<file path="src/rtl/r16mul_pkg.sv">
package r16mul_pkg;
   typedef enum logic [2:0] {
      ST_IDLE     = 3'd0,
      ST_PRENORM  = 3'd1,
      ST_LOOP     = 3'd2,
      ST_FIX      = 3'd3,
      ST_POSTNORM = 3'd4,
      ST_DONE     = 3'd5
   } r16_state_e;
endpackage

</file>
<file path="src/rtl/r16_prenorm.sv">
module r16_prenorm #(
   parameter int FRAC_W = 52,
   localparam int MANT_W = FRAC_W + 1
) (
   input  logic              clk,
   input  logic              rst_n,
   input  logic              load_i,
   input  logic [FRAC_W-1:0] frac_i,
   input  logic              exp_zero_i,
   input  logic              step_i,
   output logic [MANT_W-1:0] mant_o,
   output logic              ready_o,
   output logic              shift_o
);
   logic [MANT_W-1:0] mant_q;

   always_ff @(posedge clk) begin
      if (!rst_n) begin
         mant_q <= '0;
      end else if (load_i) begin
         mant_q <= exp_zero_i ? {frac_i, 1'b0} : {1'b1, frac_i};
      end else if (step_i && !mant_q[MANT_W-1]) begin
         mant_q <= mant_q << 1;
      end
   end

   assign mant_o  = mant_q;
   assign ready_o = mant_q[MANT_W-1];
   assign shift_o = step_i && !mant_q[MANT_W-1];

   // once the leading one reaches the top it stays there until a new load
   a_r6_stays_normal: assert property (@(posedge clk) disable iff (!rst_n)
      (ready_o && !load_i) |=> ready_o);
endmodule

</file>
<file path="src/rtl/r16_step.sv">
module r16_step #(
   parameter int MANT_W   = 53,
   parameter int DIGIT    = 4,
   parameter int GUARD_SH = 7,
   parameter int ACC_W    = 64
) (
   input  logic [ACC_W-1:0]  acc_i,
   input  logic [MANT_W-1:0] mcand_i,
   input  logic [DIGIT-1:0]  digit_i,
   output logic [ACC_W-1:0]  acc_o,
   output logic              drop_o
);
   logic [ACC_W-1:0] ext;
   logic [ACC_W-1:0] term [DIGIT];

   assign ext = ACC_W'(mcand_i);

   for (genvar j = 0; j < DIGIT; j++) begin : g_term
      assign term[j] = digit_i[j] ? (ext << (GUARD_SH + j)) : '0;
   end

   always_comb begin
      acc_o = acc_i >> DIGIT;
      for (int j = DIGIT - 1; j >= 0; j--) begin
         acc_o = acc_o + term[j];
      end
   end

   assign drop_o = |acc_i[DIGIT-1:0];
endmodule

</file>
<file path="src/rtl/r16_sig_mul.sv">
module r16_sig_mul
   import r16mul_pkg::*;
#(
   parameter int FRAC_W   = 52,
   parameter int EXP_W    = 11,
   parameter int DIGIT    = 4,
   parameter int GUARD_SH = 7,
   localparam int MANT_W  = FRAC_W + 1,
   localparam int XEXP_W  = EXP_W + 3
) (
   input  logic                     clk,
   input  logic                     rst_n,
   input  logic                     start,
   input  logic [FRAC_W-1:0]        frac_a,
   input  logic [EXP_W-1:0]         exp_a,
   input  logic [FRAC_W-1:0]        frac_b,
   input  logic [EXP_W-1:0]         exp_b,
   output logic                     busy,
   output logic                     done,
   output logic [MANT_W-1:0]        prod_mant,
   output logic signed [XEXP_W-1:0] prod_exp,
   output logic                     guard,
   output logic                     sticky
);
   localparam int ITER    = (MANT_W + DIGIT - 1) / DIGIT;
   localparam int ACC_W   = MANT_W + GUARD_SH + DIGIT;
   localparam int LEAD    = MANT_W + GUARD_SH;
   localparam int RES_LSB = GUARD_SH + 1;
   localparam int BIAS    = (1 << (EXP_W - 1)) - 1;
   localparam int CNT_W   = $clog2(ITER + 1);

   if ((MANT_W - 1) % DIGIT != 0) begin : g_bad_digit
      $error("digit width must divide the fraction width");
   end
   if (GUARD_SH < 2) begin : g_bad_guard
      $error("guard shift must leave room for guard and sticky bits");
   end

   r16_state_e        state;
   logic signed [XEXP_W-1:0] exp_w;
   logic [ACC_W-1:0]  acc, acc_nxt;
   logic [MANT_W-1:0] mcand, mplier;
   logic [MANT_W-1:0] mant_a, mant_b;
   logic [CNT_W-1:0]  iter;
   logic              sticky_r, drop;
   logic              rdy_a, rdy_b, sh_a, sh_b, load, pre_step;
   logic [1:0]        nshift;

   assign load     = (state == ST_IDLE) && start;
   assign pre_step = (state == ST_PRENORM);
   assign nshift   = {1'b0, sh_a} + {1'b0, sh_b};

   r16_prenorm #(.FRAC_W(FRAC_W)) u_pre_a (
      .clk(clk), .rst_n(rst_n), .load_i(load), .frac_i(frac_a),
      .exp_zero_i(exp_a == '0), .step_i(pre_step),
      .mant_o(mant_a), .ready_o(rdy_a), .shift_o(sh_a));

   r16_prenorm #(.FRAC_W(FRAC_W)) u_pre_b (
      .clk(clk), .rst_n(rst_n), .load_i(load), .frac_i(frac_b),
      .exp_zero_i(exp_b == '0), .step_i(pre_step),
      .mant_o(mant_b), .ready_o(rdy_b), .shift_o(sh_b));

   r16_step #(.MANT_W(MANT_W), .DIGIT(DIGIT), .GUARD_SH(GUARD_SH), .ACC_W(ACC_W)) u_step (
      .acc_i(acc), .mcand_i(mcand), .digit_i(mplier[DIGIT-1:0]),
      .acc_o(acc_nxt), .drop_o(drop));

   always_ff @(posedge clk) begin
      if (!rst_n) begin
         state    <= ST_IDLE;
         exp_w    <= '0;
         acc      <= '0;
         mcand    <= '0;
         mplier   <= '0;
         iter     <= '0;
         sticky_r <= 1'b0;
      end else begin
         case (state)
            ST_IDLE: begin
               if (start) begin
                  exp_w    <= $signed(XEXP_W'(exp_a) + XEXP_W'(exp_b) - XEXP_W'(BIAS));
                  sticky_r <= 1'b0;
                  state    <= ST_PRENORM;
               end
            end
            ST_PRENORM: begin
               if (rdy_a && rdy_b) begin
                  mplier <= mant_a;
                  mcand  <= mant_b;
                  acc    <= '0;
                  iter   <= '0;
                  state  <= ST_LOOP;
               end else begin
                  exp_w <= exp_w - $signed({{(XEXP_W-2){1'b0}}, nshift});
               end
            end
            ST_LOOP: begin
               acc      <= acc_nxt;
               sticky_r <= sticky_r | drop;
               mplier   <= mplier >> DIGIT;
               iter     <= iter + 1'b1;
               if (iter == CNT_W'(ITER - 1)) state <= ST_FIX;
            end
            ST_FIX: begin
               if (acc[LEAD]) exp_w <= exp_w + XEXP_W'(1);
               else           acc   <= acc << 1;
               state <= ST_POSTNORM;
            end
            ST_POSTNORM: begin
               if (acc[LEAD]) begin
                  state <= ST_DONE;
               end else begin
                  acc   <= acc << 1;
                  exp_w <= exp_w - XEXP_W'(1);
               end
            end
            ST_DONE:  state <= ST_IDLE;
            default:  state <= ST_IDLE;
         endcase
      end
   end

   assign busy      = (state != ST_IDLE);
   assign done      = (state == ST_DONE);
   assign prod_mant = acc[LEAD:RES_LSB];
   assign prod_exp  = exp_w;
   assign guard     = acc[GUARD_SH];
   assign sticky    = sticky_r | (|acc[GUARD_SH-1:0]);

   // an accepted start raises busy in the next cycle
   a_r2_busy_follows_start: assert property (@(posedge clk) disable iff (!rst_n)
      (start && !busy) |=> busy);
   // done never lasts two cycles
   a_r3_done_pulse: assert property (@(posedge clk) disable iff (!rst_n)
      done |=> !done);
   // the result field carries its leading one at completion
   a_r8_lead_one: assert property (@(posedge clk) disable iff (!rst_n)
      done |-> prod_mant[MANT_W-1]);
   // both significands are normalized when the loop begins
   a_r6_loop_inputs_normal: assert property (@(posedge clk) disable iff (!rst_n)
      (state == ST_LOOP && iter == '0) |-> (mcand[MANT_W-1] && mplier[MANT_W-1]));
   // all multiplier digits are consumed when the loop exits
   a_r10_mplier_drained: assert property (@(posedge clk) disable iff (!rst_n)
      (state == ST_FIX) |-> (mplier == '0));
   // a dropped bit is never forgotten within one operation
   a_r10_sticky_hold: assert property (@(posedge clk) disable iff (!rst_n)
      (busy && state != ST_PRENORM && $past(sticky_r)) |-> sticky_r);
   // a subnormal operand must carry a nonzero fraction
   a_r6_nonzero_a: assert property (@(posedge clk) disable iff (!rst_n)
      (start && !busy && exp_a == '0) |-> (frac_a != '0));
   a_r6_nonzero_b: assert property (@(posedge clk) disable iff (!rst_n)
      (start && !busy && exp_b == '0) |-> (frac_b != '0));
endmodule

</file>
<file path="config.mk">
export PLATFORM = sky130hd
export DESIGN_NAME = r16_sig_mul
export DESIGN_NICKNAME = d
export VERILOG_FILES = /design/src/rtl/r16mul_pkg.sv /design/src/rtl/r16_prenorm.sv /design/src/rtl/r16_step.sv /design/src/rtl/r16_sig_mul.sv
export SDC_FILE = /design/constraint.sdc
export NUM_CORES = 1
export LEC_CHECK = 0
export CORE_MARGIN = 2
export CORE_UTILIZATION = 35
export DETAILED_ROUTE_END_ITERATION = 7
export GPL_ROUTABILITY_DRIVEN = 0
export HOLD_SLACK_MARGIN = 0.03
export MAX_ROUTING_LAYER = met4
export PLACE_DENSITY = 0.6
export SLEW_MARGIN = 20
export SYNTH_ARGS = -nofsm -noshare
export SYNTH_HDL_FRONTEND = slang
export SYNTH_SLANG_ARGS = --single-unit
</file>
<file path="constraint.sdc">
create_clock -name clk -period 7.3 [get_ports clk]
set_clock_uncertainty 0.1 [all_clocks]
set_input_delay 1.095 -clock clk [delete_from_list [all_inputs] [get_ports clk]]
set_output_delay 1.095 -clock clk [all_outputs]
set_load 0.01 [all_outputs]
</file>
# Word-level counts from Yosys, hierarchy flattened
# Index checks and enable logic that the tools add are counted.
totals:
  reg_bits: 298
  latchBits: 0
  mem_bits_rw: 0
  rom_bits: 0
  input_bits: 129
  output_inout_bits: 71
  elab_cells: 92
  mem_count: 0
classes:
  n_addsub: 11
  multipliers: 0
  div_mod_pow: 0
  magnitude_cmp: 0
  n_eq_ne: 14
  shift: 0
  muxes: 29
  bitwise: 2
  n_reduce_logical: 26
op_table:
  columns: ["op", "count"]
  rows:
  - ["53-bit two-way mux", 7]
  - ["64-bit adder", 3]
  - ["64-bit case mux with 3 select lines", 1]
  - ["64-bit two-way mux", 2]
  - ["53-bit case mux with 2 select lines", 1]
  - ["60-bit by 64-bit adder with 64-bit output", 1]
  - ["63-bit two-way mux", 1]
  - ["62-bit two-way mux", 1]
  - ["61-bit two-way mux", 1]
  - ["60-bit two-way mux", 1]
  - ["14-bit two-way mux", 4]
  - ["14-bit case mux with 4 select lines", 1]
  - ["11-bit zero test", 2]
  - ["2-bit != test, second input constant", 8]
  - ["3-bit case mux with 5 select lines", 1]
  - ["14-bit by 2-bit adder with 14-bit output, second input constant", 1]
  - ["14-bit by 2-bit subtractor with 14-bit output, second input constant", 1]
  - ["14-bit by 3-bit subtractor with 14-bit output", 1]
  - ["12-bit by 10-bit subtractor with 13-bit output, second input constant", 1]
  - ["11-bit by 11-bit adder with 12-bit output", 1]
  - ["3-bit two-way mux", 4]
  - ["4-bit case mux with 2 select lines", 1]
  - ["2-bit AND reduction", 4]
  - ["2-bit nonzero test", 4]
  - ["21 further kinds", 29]

# Logic depth before layout (Yosys ltp)
logic_depth:
  depth_word: 6
  depth_mapped: 22
  depth_no_buf: 20

# By module
# From an unflattened synthesis, not the netlist that was laid out.
hier_totals:
  hier_cells: 2841
  area_unflattened_um2: 23249.8
modules_own_cells:
  columns: ["module", "instances", "cells_per_inst", "area_each_um2", "seq_area_each_um2"]
  rows:
  - ["r16_sig_mul", 1, 1048, 8996.1, 3843.7]
  - ["r16_step", 1, 1199, 8648.3, 0.0]
  - ["r16_prenorm", 2, 297, 2802.7, 1061.0]

# Least setup slack after synthesis
# Ideal clock, no wire load.
synth_path:
  path_kind: "reg-to-reg"
  from: "reg mplier[3]"
  to: "reg acc[58]"
  setup_ns: 0.117
  t_arrival_ns: 4.988
  t_required_ns: 7.083
  setup_slack_ns: 2.095
  path_stages_with_launch: 23
  period_less_slack_ns: 5.205
  cell_sequence: "dfxtp_1 clkbuf_1 clkbuf_1 nand2_1 fa_1 inv_1 fa_1 inv_1 fa_1 inv_1 ha_1 inv_1 fa_1 nand2b_1 a211oi_1 o31ai_1 a211oi_1 a21o_1 a41oi_2 o41a_1 a21oi_1 mux2i_1 nand2_1"
synth_via:
  elab_chain_len: 6
synth_lines:
  columns: ["element", "line_no", "text"]
  rows:
  - ["from (decl)", "r16_sig_mul.sv:42", "logic [MANT_W-1:0] mcand, mplier;"]
  - ["from (signal assigned)", "r16_sig_mul.sv:87", "mplier <= mant_a;"]
  - ["from (signal assigned)", "r16_sig_mul.sv:99", "mplier <= mplier >> DIGIT;"]
  - ["63-bit two-way mux", "r16_step.sv:19", "assign term[j] = digit_i[j] ? (ext << (GUARD_SH + j)) : '0;"]
  - ["60-bit by 64-bit adder with 64-bit output", "r16_step.sv:25", "acc_o = acc_o + term[j];"]
  - ["64-bit adder (3 in series)", "r16_step.sv:25", null]
  - ["64-bit case mux with 3 select lines", "r16_sig_mul.sv:77", "case (state)"]
  - ["to (signal assigned)", "r16_sig_mul.sv:97", "acc <= acc_nxt;"]
  - ["to (signal assigned)", "r16_sig_mul.sv:105", "else acc <= acc << 1;"]
  - ["to (signal assigned)", "r16_sig_mul.sv:112", "acc <= acc << 1;"]
  - ["to (decl)", "r16_sig_mul.sv:41", "logic [ACC_W-1:0] acc, acc_nxt;"]
# Every way passes these cells.
# A chain may end at the register's enable or synchronous reset.

# Worst setup path after layout
layout_path:
  from: "reg mplier[2]"
  to: "reg acc[58]"
layout_via:
  elab_chain_len: 5
layout_lines:
  columns: ["element", "line_no"]
  rows:
  - ["62-bit two-way mux", "r16_step.sv:19"]
  - ["64-bit adder (3 in series)", "r16_step.sv:25"]
  - ["64-bit case mux with 3 select lines", "r16_sig_mul.sv:77"]
# Every way passes these cells.

==> results.cfg <==
[drt]
wl_microns = 63200
antenna_left = 0
drt_iter0_drc = 1179
first_pass_iters = 5
drc = 0
num_vias = 19800
avgViaCountPerCell = 5.03
wl_per_cell_microns = 16.0

[sta]
fmax_ghz = 0.171
fin_tns_setup_ps = 0
tightest_slew_ps = 995
hold_viol_final = 0
slew_headroom_pct = 33.7
min_period_ps = 5840
worst_hold_slack_ps = 353
rsz0062_at_grt = no
setup_ws_ps = 1460
drv_slew = 0
min_period_over_period_pct = 80.1
setup_violations = 0

[worst_setup_path]
path_buf_inv = 4
cp.depth = 19
reg2reg_depth = 19
rrSetupSlack_ps = 1460
cp-end-kind = flip-flop
crit_path_start = mplier[2]
timing.rr.start = mplier[2]
critPathLaunchType = flip-flop
path_delay_family = adder cells
path_max_fanout = 41
worstSetupPathType = flip-flop to flip-flop
worst_path_max_delay_cell = fa_1
worstPathCellList = buf_4 > nand2_1 > fa_1 > inv_1 > fa_1 > inv_1 > fa_1 > inv_1 > ha_1 > nand4_1 > nor3_1 > nand3_1 > a211oi_1 > a21o_1 > a41oi_2 > o41a_1 > a21oi_1 > mux2i_1 > nand2_1
required_ps = 7640
rr_endpoint = acc[58]
arrival_ps = 6190
max_stage_delay_ps = 530

[die]
core_sq_um = 65500
die_x_microns = 261
initial_core_util_pct = 35.2
pin_count = 200
rows = 94
die_height_microns = 261
dieArea_sq_um = 68000

[finish]
nFillCells = 6771
post-route-util_pct = 40.6
finalNetCount = 3432
regArea_sq_um = 5970
area_growth_syn_to_layout_pct = 15.1
drive_above_1_share_pct = 3.52
multi_input_area_sq_um = 14600
instances_no_fill = 3943
final_area_sq_um = 26600

[synth]
yosysWarnings = 0
async_flop_share_pct = 0
syn_avg_cell_area_sq_um = 7.63
ys_ff_latch = 298
synth_edf_count = 0
syn_area_sq_um = 23100
post-synth-top-count-cell = nand2_1
synthFlopType = dfxtp_1
synth_seq_area_share_pct = 25.8
netlist.top_cell.by_area = dfxtp_1
yosys.cell_types.count = 73
synth_top_area_share_pct = 25.8
synth.area.top_cells = dfxtp_1, fa_1, a21oi_1
syn-num-nets = 3411
synthCells = 3026
yosys-top-cells-count = nand2_1, inv_1, a21oi_1

[global_routing]
antenna_found_initial = 10
grt_pass1_vias = 18800
grt_usage_pct = 19.1
grt_pass1_wl_microns = 102000
gr-total-overflow = 0
grt_max_degree = 173

[clock_network]
clockRootBuffer = clkbuf_16
clk_latency_ps = 560
hold_buffers = 0
path_clk_slew_ps = 60
clk_path_buf_depth = 3
postCtsSetupBuffers = 0
htreeDepth = 2
cts_resized = 0
clock-sinks = 298
cts_buffers = 37
cts_tree = done

[placed_design]
io_buffers = 199
post-place-ws_ps = 1470
dpl_cell_area_sq_um = 25300
place_inst = 3872
dp.final_hpwl_microns = 46800

[worst_hold_path]
holdPathEnd = mplier[16]
hp-class = flip-flop to flip-flop
min_from = mplier[16]
holdPathStages = 2

[run]
drv_cap = 0

[pwr]
power_density_nw_per_um2 = 175
peakVddDrop_v = 0.000131
p_leak_nw = 11.7
power.total_mw = 4.65

[run_status]
run_status = finished clean
==> registers in the layout (all words and copies together) (netlist names) <==
signal	cells
acc	64
iter	4
mcand	53
mplier	53
prod_exp	14
state	3
sticky_r	1
u_pre_a.mant_o	53
u_pre_b.mant_o	53
==> area by class of cell <==
class	instances	share of cell area, %
antenna	11	0.104
clock buffer	45	3.83
clock inverter	15	0.904
inverter	392	5.56
multi-input combinational	2098	54.9
sequential	298	22.5
tap	864	4.07
timing repair buffer	220	8.18
==> worst min-delay path, delay by kind of cell (launching register included) <==
family             cells  cell delay [ps]
and+or+nand+nor        1               50
AOI/OAI and AO/OA      1               50
DFF                    1              310
==> where the power goes <==
part | total (mW) | internal [mW] | switching [mW]
registers | 1.84 | 1.74 | 0.102
logic | 0.873 | 0.363 | 0.509
clock network | 1.94 | 1.17 | 0.767
==> metal layers <==
metal	track usage, %	wire [microns]	vias up
li1	-	-	10000
met3	3.11	3120	81
met4	4.75	1300	0
met2	28.9	28100	393
met1	26.5	30700	9330
met5	-	0	-
==> worst max-delay path by stage <==
stage / to / slack, ps
after floorplan: acc[58] / 2090
after global placement: acc[58] / 1510
after detailed placement: acc[58] / 1470
after CTS: acc[58] / 1470
after global routing: acc[63] / 1120
final: acc[58] / 1460
==> cell usage in the layout, fill, tap and decap left out, drive strengths merged, types with 6 or more instances in the layout <==
master	count
or2	6
o22ai	19
clkdlybuf4s50	199
a222oi	10
nor2b	9
a22oi	53
a221oi	7
o21bai	13
a211oi	118
clkbuf	45
and3	11
dfxtp	298
nand4	14
buf	21
ha	98
o211ai	11
nor3	20
xnor2	33
a31oi	10
fa	158
or3	6
xor2	23
nand2	439
diode	11
nand2b	12
nand3	20
and2	62
a21o	30
mux2i	108
a21oi	351
inv	394
o21ai	79
o21a	7
nor2	315
==> cells by family after synthesis <==
logic type | count (synthesis) | share of synthesized area, %
simple gates | 932 | 17.1
compound gates | 746 | 20.0
buf+inv | 630 | 11.3
flops | 298 | 25.8
fa+ha+maj | 256 | 19.0
mux | 108 | 4.68
xor+xnor | 56 | 2.12
(Power assumes the default switching activity.)
